`src/rtl/qpd_pkg.sv`:
```
package qpd_pkg;

    typedef struct packed {
        logic swap;
        logic inv_a;
        logic inv_b;
        logic clkdir;
        logic both_edges;
    } qpd_phase_cfg_t;

endpackage

```
`src/rtl/qpd_sync.sv`:
```
module qpd_sync #(
    parameter int W = 3
) (
    input  logic         clk,
    input  logic         rst_n,
    input  logic [W-1:0] din,
    output logic [W-1:0] dout
);
    typedef struct packed {
        logic [W-1:0] s1;
        logic [W-1:0] s2;
    } sync_t;

    sync_t st_d, st_q;

    always_comb begin
        st_d.s1 = din;
        st_d.s2 = st_q.s1;
    end

    always_ff @(posedge clk or negedge rst_n) begin
        if (!rst_n) st_q <= '0;
        else        st_q <= st_d;
    end

    assign dout = st_q.s2;
endmodule

```
`src/rtl/qpd_edge.sv`:
```
module qpd_edge
    import qpd_pkg::*;
(
    input  logic           clk,
    input  logic           rst_n,
    input  logic           en,
    input  qpd_phase_cfg_t cfg,
    input  logic           a_s,
    input  logic           b_s,
    input  logic           idx_s,
    output logic           cnt,
    output logic           rev,
    output logic           dir_rev,
    output logic           idx_rise
);
    typedef struct packed {
        logic pa;
        logic pb;
        logic pi;
        logic dir;
    } edge_t;

    edge_t st_d, st_q;
    logic a0, b0, ea, eb, a_chg, b_chg, upd;

    always_comb begin
        a0    = a_s ^ cfg.inv_a;
        b0    = b_s ^ cfg.inv_b;
        ea    = cfg.swap ? b0 : a0;
        eb    = cfg.swap ? a0 : b0;
        a_chg = ea ^ st_q.pa;
        b_chg = eb ^ st_q.pb;
        cnt   = 1'b0;
        rev   = 1'b0;
        upd   = 1'b0;
        if (cfg.clkdir) begin
            if (a_chg && ea) begin
                cnt = 1'b1;
                rev = eb;
                upd = 1'b1;
            end
        end else if (a_chg && !b_chg) begin
            cnt = 1'b1;
            rev = ~(ea ^ eb);
            upd = 1'b1;
        end else if (b_chg && !a_chg) begin
            cnt = cfg.both_edges;
            rev = ea ^ eb;
            upd = 1'b1;
        end
        cnt      = cnt & en;
        idx_rise = idx_s & ~st_q.pi;
        st_d.pa  = ea;
        st_d.pb  = eb;
        st_d.pi  = idx_s;
        st_d.dir = (en && upd) ? rev : st_q.dir;
    end

    always_ff @(posedge clk or negedge rst_n) begin
        if (!rst_n) st_q <= '0;
        else        st_q <= st_d;
    end

    assign dir_rev = st_q.dir;

    // a cycle where both phases move is never counted
    a_r6_double_ignored: assert property (@(posedge clk) disable iff (!rst_n)
        (!cfg.clkdir && a_chg && b_chg) |-> !cnt);
endmodule

```
`src/rtl/qpd_pos.sv`:
```
module qpd_pos #(
    parameter int POS_W = 16
) (
    input  logic             clk,
    input  logic             rst_n,
    input  logic             en,
    input  logic             cnt,
    input  logic             rev,
    input  logic             idx_rise,
    input  logic             idx_mode,
    input  logic [POS_W-1:0] max_pos,
    output logic [POS_W-1:0] pos
);
    typedef struct packed {
        logic [POS_W-1:0] pos;
    } pos_t;

    pos_t st_d, st_q;

    always_comb begin
        st_d = st_q;
        if (en) begin
            if (idx_mode && idx_rise) begin
                st_d.pos = '0;
            end else if (cnt) begin
                if (rev) begin
                    if (!idx_mode && st_q.pos == '0) st_d.pos = max_pos;
                    else                             st_d.pos = st_q.pos - POS_W'(1);
                end else begin
                    if (!idx_mode && st_q.pos >= max_pos) st_d.pos = '0;
                    else                                  st_d.pos = st_q.pos + POS_W'(1);
                end
            end
        end
    end

    always_ff @(posedge clk or negedge rst_n) begin
        if (!rst_n) st_q <= '0;
        else        st_q <= st_d;
    end

    assign pos = st_q.pos;

    a_r9_stays_in_range: assert property (@(posedge clk) disable iff (!rst_n)
        (!idx_mode && st_q.pos <= max_pos) |=> (st_q.pos <= $past(max_pos)));

    a_r2_frozen_when_off: assert property (@(posedge clk) disable iff (!rst_n)
        !en |=> $stable(st_q.pos));

    a_r10_index_clears: assert property (@(posedge clk) disable iff (!rst_n)
        (en && idx_mode && idx_rise) |=> (st_q.pos == '0));
endmodule

```
`src/rtl/qpd_vel.sv`:
```
module qpd_vel #(
    parameter int VEL_W = 16,
    parameter int WIN_W = 16,
    parameter int DIV_W = 3
) (
    input  logic             clk,
    input  logic             rst_n,
    input  logic             run,
    input  logic             pulse,
    input  logic [DIV_W-1:0] div_code,
    input  logic [WIN_W-1:0] win_len,
    output logic [VEL_W-1:0] vel,
    output logic             valid
);
    localparam int PRE_W = (1 << DIV_W) - 1;

    typedef struct packed {
        logic [PRE_W-1:0] pre;
        logic [VEL_W-1:0] acc;
        logic [WIN_W-1:0] tmr;
        logic [VEL_W-1:0] vel;
        logic             valid;
    } vel_t;

    vel_t st_d, st_q;
    logic [PRE_W:0]   span;
    logic [PRE_W:0]   lim_full;
    logic [PRE_W-1:0] lim;
    logic             ppulse, last;
    logic [VEL_W-1:0] acc_sum;

    always_comb begin
        span     = (PRE_W + 1)'(1) << div_code;
        lim_full = span - (PRE_W + 1)'(1);
        lim      = lim_full[PRE_W-1:0];
        ppulse   = run && pulse && (st_q.pre == lim);
        acc_sum  = st_q.acc + {{(VEL_W-1){1'b0}}, ppulse};
        last     = (win_len <= WIN_W'(1)) || (st_q.tmr >= win_len - WIN_W'(1));
        st_d     = st_q;
        st_d.valid = 1'b0;
        if (!run) begin
            st_d.pre = '0;
            st_d.acc = '0;
            st_d.tmr = '0;
        end else begin
            if (pulse) st_d.pre = (st_q.pre == lim) ? '0 : st_q.pre + PRE_W'(1);
            if (last) begin
                st_d.vel   = acc_sum;
                st_d.valid = 1'b1;
                st_d.acc   = '0;
                st_d.tmr   = '0;
            end else begin
                st_d.acc = acc_sum;
                st_d.tmr = st_q.tmr + WIN_W'(1);
            end
        end
    end

    always_ff @(posedge clk or negedge rst_n) begin
        if (!rst_n) st_q <= '0;
        else        st_q <= st_d;
    end

    assign vel   = st_q.vel;
    assign valid = st_q.valid;

    a_r12_idle_no_valid: assert property (@(posedge clk) disable iff (!rst_n)
        !run |=> !st_q.valid);

    a_r12_value_hold: assert property (@(posedge clk) disable iff (!rst_n)
        !st_q.valid |-> $stable(st_q.vel));
endmodule

```
`src/rtl/quad_pos_decoder.sv`:
```
module quad_pos_decoder
    import qpd_pkg::*;
#(
    parameter int POS_W = 16,
    parameter int VEL_W = 16,
    parameter int WIN_W = 16,
    parameter int DIV_W = 3
) (
    input  logic             clk,
    input  logic             rst_n,
    input  logic             en_set,
    input  logic             cfg_swap,
    input  logic             cfg_inv_a,
    input  logic             cfg_inv_b,
    input  logic             cfg_clkdir,
    input  logic             cfg_both_edges,
    input  logic             cfg_idx_reset,
    input  logic             cfg_vel_en,
    input  logic [DIV_W-1:0] cfg_vel_div,
    input  logic [POS_W-1:0] max_pos,
    input  logic [WIN_W-1:0] win_len,
    input  logic             enc_a,
    input  logic             enc_b,
    input  logic             enc_idx,
    output logic [POS_W-1:0] position,
    output logic             dir_rev,
    output logic             enabled,
    output logic [VEL_W-1:0] vel_value,
    output logic             vel_valid
);
    localparam int N_LINES = 3;

    logic [N_LINES-1:0] lines_s;
    logic               en_d, en_q;
    logic               cnt, rev, idx_rise;
    qpd_phase_cfg_t     pcfg;

    always_comb begin
        en_d            = en_q | en_set;
        pcfg.swap       = cfg_swap;
        pcfg.inv_a      = cfg_inv_a;
        pcfg.inv_b      = cfg_inv_b;
        pcfg.clkdir     = cfg_clkdir;
        pcfg.both_edges = cfg_both_edges;
    end

    always_ff @(posedge clk or negedge rst_n) begin
        if (!rst_n) en_q <= 1'b0;
        else        en_q <= en_d;
    end

    qpd_sync #(.W(N_LINES)) u_sync (
        .clk  (clk),
        .rst_n(rst_n),
        .din  ({enc_idx, enc_b, enc_a}),
        .dout (lines_s)
    );

    qpd_edge u_edge (
        .clk     (clk),
        .rst_n   (rst_n),
        .en      (en_q),
        .cfg     (pcfg),
        .a_s     (lines_s[0]),
        .b_s     (lines_s[1]),
        .idx_s   (lines_s[2]),
        .cnt     (cnt),
        .rev     (rev),
        .dir_rev (dir_rev),
        .idx_rise(idx_rise)
    );

    qpd_pos #(.POS_W(POS_W)) u_pos (
        .clk     (clk),
        .rst_n   (rst_n),
        .en      (en_q),
        .cnt     (cnt),
        .rev     (rev),
        .idx_rise(idx_rise),
        .idx_mode(cfg_idx_reset),
        .max_pos (max_pos),
        .pos     (position)
    );

    qpd_vel #(.VEL_W(VEL_W), .WIN_W(WIN_W), .DIV_W(DIV_W)) u_vel (
        .clk     (clk),
        .rst_n   (rst_n),
        .run     (cfg_vel_en && en_q),
        .pulse   (cnt),
        .div_code(cfg_vel_div),
        .win_len (win_len),
        .vel     (vel_value),
        .valid   (vel_valid)
    );

    assign enabled = en_q;

    a_r2_enable_sticky: assert property (@(posedge clk) disable iff (!rst_n)
        en_q |=> en_q);
endmodule

```
`config.mk`:
```
export PLATFORM = sky130hd
export DESIGN_NAME = quad_pos_decoder
export DESIGN_NICKNAME = d
export VERILOG_FILES = /design/src/rtl/qpd_pkg.sv /design/src/rtl/qpd_sync.sv /design/src/rtl/qpd_edge.sv /design/src/rtl/qpd_pos.sv /design/src/rtl/qpd_vel.sv /design/src/rtl/quad_pos_decoder.sv
export SDC_FILE = /design/constraint.sdc
export NUM_CORES = 1
export LEC_CHECK = 0
export BUFFER_PORTS_ARGS = -buffer_cell sky130_fd_sc_hd__buf_4
export CORE_ASPECT_RATIO = 0.8
export CORE_MARGIN = 2
export CORE_UTILIZATION = 40
export DETAILED_ROUTE_END_ITERATION = 7
export PLACE_DENSITY = 0.57
export SLEW_MARGIN = 20
export SYNTH_ARGS = -nofsm -noshare
export SYNTH_HDL_FRONTEND = slang
export SYNTH_SLANG_ARGS = --single-unit
export TNS_END_PERCENT = 100
```
`constraint.sdc`:
```
create_clock -name clk -period 6.75 [get_ports clk]
set_clock_uncertainty 0.2 [all_clocks]
set_input_delay 1.0125 -clock clk [delete_from_list [all_inputs] [get_ports clk]]
set_output_delay 1.0125 -clock clk [all_outputs]
set_load 0.03 [all_outputs]
```
==> results of run 1 <==
-- cell usage after synthesis, types with 3 or more instances --
| cell | count |
|---|---|
| xnor2_1 | 34 |
| a22oi_1 | 3 |
| clkbuf_1 | 12 |
| buf_2 | 5 |
| buf_4 | 16 |
| and3_1 | 11 |
| ha_1 | 43 |
| o21ai_0 | 13 |
| nand2b_1 | 6 |
| and2_1 | 4 |
| nor3_1 | 13 |
| mux2i_1 | 19 |
| dfrtp_1 | 83 |
| nand4_1 | 22 |
| xor2_1 | 23 |
| nor3b_1 | 4 |
| o211ai_1 | 19 |
| or2_2 | 3 |
| a21oi_1 | 21 |
| nor4_1 | 7 |
| nand2_1 | 44 |
| nor2_1 | 69 |
| nor2b_1 | 4 |
| a31oi_1 | 14 |
| nand3_1 | 32 |
| inv_1 | 58 |
| and4_1 | 6 |
| o21ai_1 | 3 |
| a21o_1 | 4 |
-- routing by layer --
layer | GRT usage (%) | share of wire, % | up-vias
met1 | 25.79 | 47 | 2270
met2 | 29.27 | 47 | 102
met4 | 3.946 | 1.0 | 0
met5 | 0 | 0 | -
met3 | 3.978 | 5.0 | 14
li1 | - | - | 2369
-- final cells by class --
class,count,area share [%]
Multi-Input combinational cell,466,47.95
Sequential cell,83,30.88
Timing Repair Buffer,87,9.821
Tap cell,184,3.423
Clock buffer,9,3.348
Inverter,58,3.237
Clock inverter,6,1.339
-- state kept, by name (all words and copies together), names as in the netlist --
register / cells
u_sync.st_d: 3
u_sync.dout: 3
u_pos.pos: 16
u_vel.st_q: 39
enabled: 1
u_vel.vel: 16
u_edge.st_q: 3
u_edge.dir_rev: 1
u_vel.valid: 1
-- worst min path at each step --
stage	from	endpoint	slack [ns]	depth (start not counted)
floorplan	u_sync.st_d[0]	u_sync.dout[0]	0.13	0
global placement	u_sync.st_d[1]	u_sync.dout[1]	0.14	0
detailed placement	u_sync.st_d[1]	u_sync.dout[1]	0.15	0
CTS	u_sync.st_d[1]	u_sync.dout[1]	0.15	0
global route	u_sync.st_d[1]	u_sync.dout[1]	0.17	0
finish	u_sync.st_d[1]	u_sync.dout[1]	0.15	0
-- metrics by stage --
stage | hold WS [ns] | instance area [sq um] | util (%)
after global routing | 0.1695 | 6726 | 47.53
after global placement | 0.1388 | 6396 | 45.20
final | 0.1508 | 6726 | 47.53
after detailed placement | 0.1472 | 6396 | 45.20
after CTS | 0.1531 | 6711 | 47.43
after floorplan | 0.1312 | 5737 | -
-- layout by cell type (no fill, tap or decap), types with 3 or more instances in the layout --
master,synthesis,final
xnor2_1,34,34
dfrtp_1,83,83
a21o_1,4,4
buf_4,16,86
a31oi_1,14,14
a21oi_1,21,21
a22oi_1,3,3
o211ai_1,19,19
xor2_1,23,23
nor2b_1,4,4
and4_1,6,6
and2_1,4,4
o21ai_0,13,13
nand2_1,44,44
nor4_1,7,7
nand4_1,22,22
nor2_1,69,69
or2_2,3,3
nand3_1,32,32
inv_1,58,58
ha_1,43,43
nor3_1,13,13
mux2i_1,19,19
and3_1,11,11
clkbuf_16,0,9
nor3b_1,4,4
nand2b_1,6,6
-- cells by family after synthesis --
logic type | count (synthesis) | synth area share (%)
adder cells (fa/ha/maj) | 43 | 9.378
buffers and inverters | 94 | 7.634
flip-flops | 83 | 36.20
multiplexers | 23 | 4.231
AO/OA/AOI/OAI | 102 | 12.19
XOR/XNOR | 57 | 8.702
AND/OR/NAND/NOR | 241 | 21.66
-- critical path, delay by kind of cell --
kind,cells,cell delay [ns]
AO/OA/AOI/OAI,3,1.10
buffers and inverters,2,0.36
adder cells (fa/ha/maj),1,0.31
multiplexers,1,0.19
AND/OR/NAND/NOR,5,1.34
XOR/XNOR,1,0.13
-- report_power, final --
part           leakage, nW  switching, mW  internal (mW)  total, mW
clock                0.152          0.206          0.323      0.529
combinational         1.93          0.434          0.291      0.725
sequential            1.05          0.103          0.543      0.646
==> impl_metrics.yaml, run 1 <==
grt:
  grt_overflow: 0
  grt_max_degree: 49
  grt_pass1_vias: 4724
  grt_pass1_wl_microns: 22710
  antenna_found_initial: 0
  grt_use_total_pct: 18.44
placed_design:
  pre_cts_slack_ns: 1.670
  portBuffers: 82
  dpl.hpwl_microns: 9995
  place.gp.congestion: 0.8548
  dp.cells: 877
clocking:
  cts_resized: 0
  clk_pin_slew_worst_paths_ns: 0.06
  numClockSinks: 83
  cts_max_level: 3
  cts_max_path_buffers: 2
  root_buffer: "clkbuf_16"
  post_cts_buffers: 0
  cts_tree: "done"
  holdBufCountCts: 0
  worstSkewPairLatency_ns: 0.34
  cts_buffers: 9
finish:
  final_nets: 796
  drive_above_1_share_pct: 16.93
  multi_input_area_sq_um: 3226
  antennaDiodeCount: 0
  instances_no_fill: 893
  syn2layout_area_growth_pct: 17.25
  num-fill-cells: 1363
  ff_latch_area_sq_um: 2077
logic_synthesis:
  synth_cell_type_count: 64
  avgSynthCellArea_sq_um: 8.922
  async_flop_share_pct: 100.0
  netlist_area_sq_um: 5737
  seq_area_frac_synth_pct: 36.21
  synth_nets: 734
  synthCells: 643
  synth_warnings: 0
  ys_seq_elements: 83
  synth.top_cell.area_share_pct: 36.21
  synth_area_leaders: "dfrtp_1, ha_1, xnor2_1, nor2_1, inv_1"
  synth_edf_count: 0
  synth_flop_cell: "dfrtp_1"
  yosysTopAreaCell: "dfrtp_1"
power:
  pwr_density_cell_nw_per_um2: 282.5
  p_leak_nw: 3.130
  vdd_drop_max_uv: 157.7
  report.power.total_mw: 1.900
timing:
  setup-tns-final_ns: 0
  period_minus_slack_ns: 4.400
  hold_viol_final: 0
  slew_violations: 0
  setup_viol: 0
  rsz0062_at_grt: "false"
  layout_setup_ws_ns: 2.350
  worstMarginPinSlew_ns: 0.9800
  period_share_pct: 65.19
  max_freq_mhz: 227.3
  max_slew_margin_pct: 34.66
floorplanning:
  rows: 39
  dieHeight_microns: 111.1
  die_w_microns: 137.9
  start_util_pct: 40.54
  io_pins: 83
  core_sq_um: 14150
  dieArea_sq_um: 15320
drt:
  drc: 0
  routed_via_density: 5.325
  drtAntennaViolNets: 0
  firstDrtPassIters: 5
  finalWirelength_microns: 13560
  vias: 4755
  drt_first_iter_violations: 283
  wire_per_inst_microns: 15.19
worst_hold_path:
  worst_hold_path_type: "reg2reg"
setup_path:
  rr_startpoint: "u_sync.dout[0]"
  critPathLaunchType: "input pin"
  crit_end: "u_vel.vel[12]"
  worstSetupEndpointType: "flip-flop"
  r2r_cells: 16
  startpoint: "win_len[2]"
  worstPathRequired_ns: 6.81
  r2r_end: "u_vel.vel[12]"
  path_cells: "buf_4 -> or4_1 -> nor3_1 -> nand2b_1 -> nor4_1 -> xnor2_1 -> ha_1 -> nand2_1 -> o21ai_0 -> o21ai_0 -> o31ai_4 -> buf_8 -> mux2i_1"
  critPathKind: "in2reg"
  crit_top_cell: "o21ai_0"
  path_max_fanout: 9
  critPathArrivalTime_ns: 4.46
  cpPeakStageDelay_ns: 0.66
  r2r_slack_ns: 2.83
  cp_slowest_cell: "o31ai_4"
run:
  drv_cap: 0
run_status:
  status: "completed"
Power figures use the tool's default switching activity.
==> run 2, diff against run 1 <==
- PLACE_DENSITY: 0.57 -> 0.59
- clock period: 6.75 -> 3.8 ns (I/O delays scaled with it)
==> impl_metrics.yaml, run 2 (same netlist as run 1, synthesis figures left out) <==
run_status:
  status: "completed"
setup_path:
  crit_top_cell: "buf_4"
  critPathBufInv: 4
  cpPeakStageDelay_ns: 0.55
  crit_family: "simple AND/OR/NAND/NOR gates"
  critPathLaunchType: "input pin"
  cp_slowest_cell: "or4_1"
  critPathArrivalTime_ns: 3.64
  path_max_fanout: 4
  worstPathRequired_ns: 3.82
  rr_startpoint: "u_sync.dout[1]"
  r2r_slack_ns: 0.31
  critPathKind: "in2reg"
  r2r_cells: 16
  r2r_end: "u_vel.vel[14]"
  path_cells: "buf_4 -> or4_1 -> nor3_2 -> nand2b_1 -> buf_4 -> nor2_2 -> xnor2_1 -> ha_1 -> a21oi_1 -> o21ai_0 -> a211o_2 -> a41oi_1 -> buf_4 -> o31ai_4 -> buf_4 -> mux2_4"
  worstSetupEndpointType: "flip-flop"
worst_hold_path:
  hold_start: "enc_b"
  whs_path_depth: 1
  hold_path_end: "u_sync.st_d[1]"
  worst_hold_path_type: "in2reg"
grt:
  grt_max_degree: 37
  antenna_found_initial: 0
  grt_use_total_pct: 18.75
  grt_pass1_vias: 4774
  grt_overflow: 0
  grt_pass1_wl_microns: 23060
drt:
  drtAntennaViolNets: 0
  firstDrtPassIters: 4
  drc: 0
  finalWirelength_microns: 13790
  vias: 4934
  drt_first_iter_violations: 278
  wire_per_inst_microns: 14.96
  routed_via_density: 5.351
floorplanning:
  dieArea_sq_um: 15320
  io_pins: 83
  core_sq_um: 14150
  dieHeight_microns: 111.1
  start_util_pct: 40.54
  rows: 39
  die_w_microns: 137.9
timing:
  max_slew_margin_pct: 38.25
  max_freq_mhz: 276.4
  period_share_pct: 95.20
  period_minus_slack_ns: 3.617
  worstMarginPinSlew_ns: 0.9263
  rsz0062_at_grt: "false"
  layout_setup_ws_ns: 0.1825
  setup_viol: 0
  setup-tns-final_ns: 0
  hold-worst-slack_ns: 0.1326
  slew_violations: 0
  hold_viol_final: 0
placed_design:
  place.gp.congestion: 0.8521
  portBuffers: 82
  pre_cts_slack_ns: -0.1531
  dpl.hpwl_microns: 10470
  placed_cell_area_sq_um: 6616
finish:
  largest-register: "u_vel.st_q"
  final_nets: 824
  stdcell_area_sq_um: 6975
  final_common_cell: "buf_4"
  utilization_pct: 49.29
  drive_above_1_share_pct: 20.33
  syn2layout_area_growth_pct: 21.59
  layout_common_cells: "buf_4, dfrtp_1, nor2_1, inv_1, nand2_1"
  antennaDiodeCount: 0
  largest_reg_flops: 39
clocking:
  cts_buffers: 9
  root_buffer: "clkbuf_16"
  clk_pin_slew_worst_paths_ns: 0.06
  cts_max_level: 3
  cts_max_path_buffers: 2
  worstSkewPairLatency_ns: 0.35
  cts_tree: "done"
  numClockSinks: 83
run:
  drv_cap: 0
power:
  vdd_drop_max_uv: 290.7
  pwr_density_cell_nw_per_um2: 493.3
  p_leak_nw: 3.279
[run 2: worst max-delay path by stage]
stage / startpoint / endpoint / slack, ns / cells after the start
2_1_floorplan: win_len[2] / u_vel.vel[0] / 0.03 / 12
3_3_place_gp: win_len[2] / u_vel.vel[12] / -0.05 / 13
3_5_place_dp: win_len[2] / u_vel.vel[8] / -0.15 / 15
4_1_cts: win_len[2] / u_vel.vel[12] / 0.21 / 15
5_1_grt: u_sync.dout[1] / u_vel.vel[12] / 0.01 / 16
6_report: win_len[2] / u_vel.vel[0] / 0.18 / 16
[run 2: repair_timing]
item / 4_1_cts / 5_1_grt
buffers inserted: 0 / 2
gates resized for setup: 0 / 3
hold buffers: 1 / 0
setup endpoints to repair: 0 / 16
hold endpoints to repair: 23 / 0
[run 2: per-stage QoR]
stage,instances,power (mW)
CTS,920,3.454
finish,922,3.441
detailed placement,903,2.505
global placement,903,2.468
floorplan,643,2.044
global route,922,3.663
[run 2: cell type report]
cell class | instances | area (sq um)
repair buffers | 115 | 890.9
multi-input cells | 466 | 3241
well taps | 184 | 230.2
clock buffers | 10 | 229.0
flip-flops and latches | 83 | 2077
fillers | 1342 | 7176
inverters | 58 | 217.7
clock inverters | 6 | 90.09
[run 2: routing by layer]
layer | GRT usage [%] | routed length, microns
met1 | 27.14 | 6707
met2 | 28.35 | 6192
met3 | 4.390 | 741
met4 | 4.354 | 153
met5 | 0 | 0
[run 2: report_power, final]
group	switching, mW	total (mW)	leakage (nW)	internal (mW)
logic	0.790	1.36	2.08	0.567
registers	0.182	1.15	1.05	0.964
clock network	0.361	0.938	0.153	0.577
total	1.33	3.44	3.28	2.11
==> run 3, diff against run 2 <==
- CORE_UTILIZATION: 40 -> 50
- CTS_CLUSTER_DIAMETER: not set -> 30
- PLACE_DENSITY: 0.59 -> 0.72
==> impl_metrics.yaml, run 3 (same netlist as run 1, synthesis figures left out) <==
setup_path:
  r2r_slack_ns: 0.32
  cpPeakStageDelay_ns: 0.55
  path_max_fanout: 15
  critPathArrivalTime_ns: 3.63
  rr_startpoint: "u_sync.dout[1]"
  crit_family: "simple AND/OR/NAND/NOR gates"
  r2r_cells: 15
  critPathKind: "in2reg"
  r2r_end: "u_vel.vel[15]"
  cp_slowest_cell: "or4_1"
  critPathLaunchType: "input pin"
  path_cells: "buf_4 -> or4_1 -> nor3_1 -> nand2_1 -> nor4_1 -> xnor2_1 -> ha_1 -> and4_2 -> o21ai_0 -> o31ai_4 -> buf_12 -> mux2i_1"
  worstSetupEndpointType: "flip-flop"
  worstPathRequired_ns: 3.85
  critPathBufInv: 2
worst_hold_path:
  worst_hold_path_type: "in2async"
grt:
  grt_pass1_wl_microns: 22270
  grt_max_degree: 84
  antenna_found_initial: 0
  grt_pass1_vias: 4698
  grt_overflow: 0
  grt_use_total_pct: 22.60
floorplanning:
  rows: 34
  io_pins: 83
  start_util_pct: 52.07
  die_w_microns: 123.8
  core_sq_um: 11020
  dieHeight_microns: 99.81
  dieArea_sq_um: 12350
timing:
  layout_setup_ws_ns: 0.2271
  hold-worst-slack_ns: 0.04860
  period_minus_slack_ns: 3.573
  hold_viol_final: 0
  setup_viol: 0
  max_slew_margin_pct: 40.96
  period_share_pct: 94.02
  worstMarginPinSlew_ns: 0.8857
  setup-tns-final_ns: 0
  slew_violations: 0
  max_freq_mhz: 279.9
drt:
  wire_per_inst_microns: 15.39
  finalWirelength_microns: 13400
  drc: 0
  drtAntennaViolNets: 0
  drt_first_iter_violations: 294
  firstDrtPassIters: 5
  routed_via_density: 5.680
  vias: 4947
power:
  p_leak_nw: 3.230
  report.power.total_mw: 3.390
  vdd_drop_max_uv: 252.6
  pwr_density_cell_nw_per_um2: 494.8
finish:
  drive_above_1_share_pct: 19.53
  instances_no_fill: 871
  layout_common_cells: "buf_4, dfrtp_1, nor2_1, inv_1, nand2_1"
  num-fill-cells: 960
  utilization_pct: 62.18
  stdcell_area_sq_um: 6852
  largest_reg_flops: 39
  final_common_cell: "buf_4"
  antennaDiodeCount: 0
  syn2layout_area_growth_pct: 19.43
  final_nets: 814
  largest-register: "u_vel.st_q"
placed_design:
  pre_cts_slack_ns: -0.1530
  placed_cell_area_sq_um: 6514
  portBuffers: 82
  dp.cells: 856
  dpl.hpwl_microns: 10100
  place.gp.congestion: 0.8962
clocking:
  holdBufCountCts: 0
  cts_max_level: 3
  cts_tree: "done"
  cts_buffers: 9
  clk_pin_slew_worst_paths_ns: 0.06
  root_buffer: "clkbuf_16"
  numClockSinks: 83
  cts_max_path_buffers: 2
  worstSkewPairLatency_ns: 0.33
run:
  drv_cap: 0
run_status:
  status: "completed"
-- run 3: worst register-to-register path, delay by kind of cell, from the launching register on --
family,cells,cell delay (ns)
xor gates and xnor gates,3,0.56
AOI/OAI and AO/OA,1,0.09
DFF,1,0.38
adders and majority gates,2,0.49
muxes,2,0.36
and+or+nand+nor,6,1.13
buffers and inverters,1,0.14
-- run 3: how the worst max path moves through the flow --
stage / startpoint / endpoint / depth (start not counted)
final: win_len[2] / u_vel.vel[15] / 12
after CTS: u_sync.dout[1] / u_vel.vel[15] / 15
after floorplan: win_len[2] / u_vel.vel[0] / 12
after detailed placement: win_len[2] / u_vel.vel[14] / 15
after global routing: win_len[2] / u_vel.vel[15] / 15
after global placement: win_len[2] / u_vel.vel[9] / 15
-- run 3: what timing repair did --
| action | 4_1_cts | 5_1_grt |
|---|---|---|
| gates resized for setup | 0 | 5 |
| buffers inserted | 0 | 0 |
| setup endpoints to repair | 0 | 12 |
-- run 3: cell type report --
class	instances	area [sq um]	share of cell area, %
multi-input combinational	466	3252	47.46
inverter	58	217.7	3.178
timing repair buffer	105	817.0	11.92
tap	144	180.2	2.630
clock inverter	5	78.83	1.150
clock buffer	10	229.0	3.342
sequential	83	2077	30.31
-- run 3: power breakdown --
| group | total, mW | internal [mW] | leakage (nW) | switching (mW) |
|---|---|---|---|---|
| registers | 1.15 | 0.965 | 1.05 | 0.183 |
| clock network | 0.907 | 0.571 | 0.152 | 0.336 |
| logic | 1.34 | 0.555 | 2.03 | 0.781 |
| total | 3.39 | 2.09 | 3.23 | 1.30 |
-- run 3: routing by layer --
layer	vias to the layer above	GRT usage, %	wire length [microns]
li1	2409	-	-
met1	2382	31.54	6316
met2	141	36.31	6288
met3	15	3.750	657
met4	0	6.643	139
met5	-	0	0
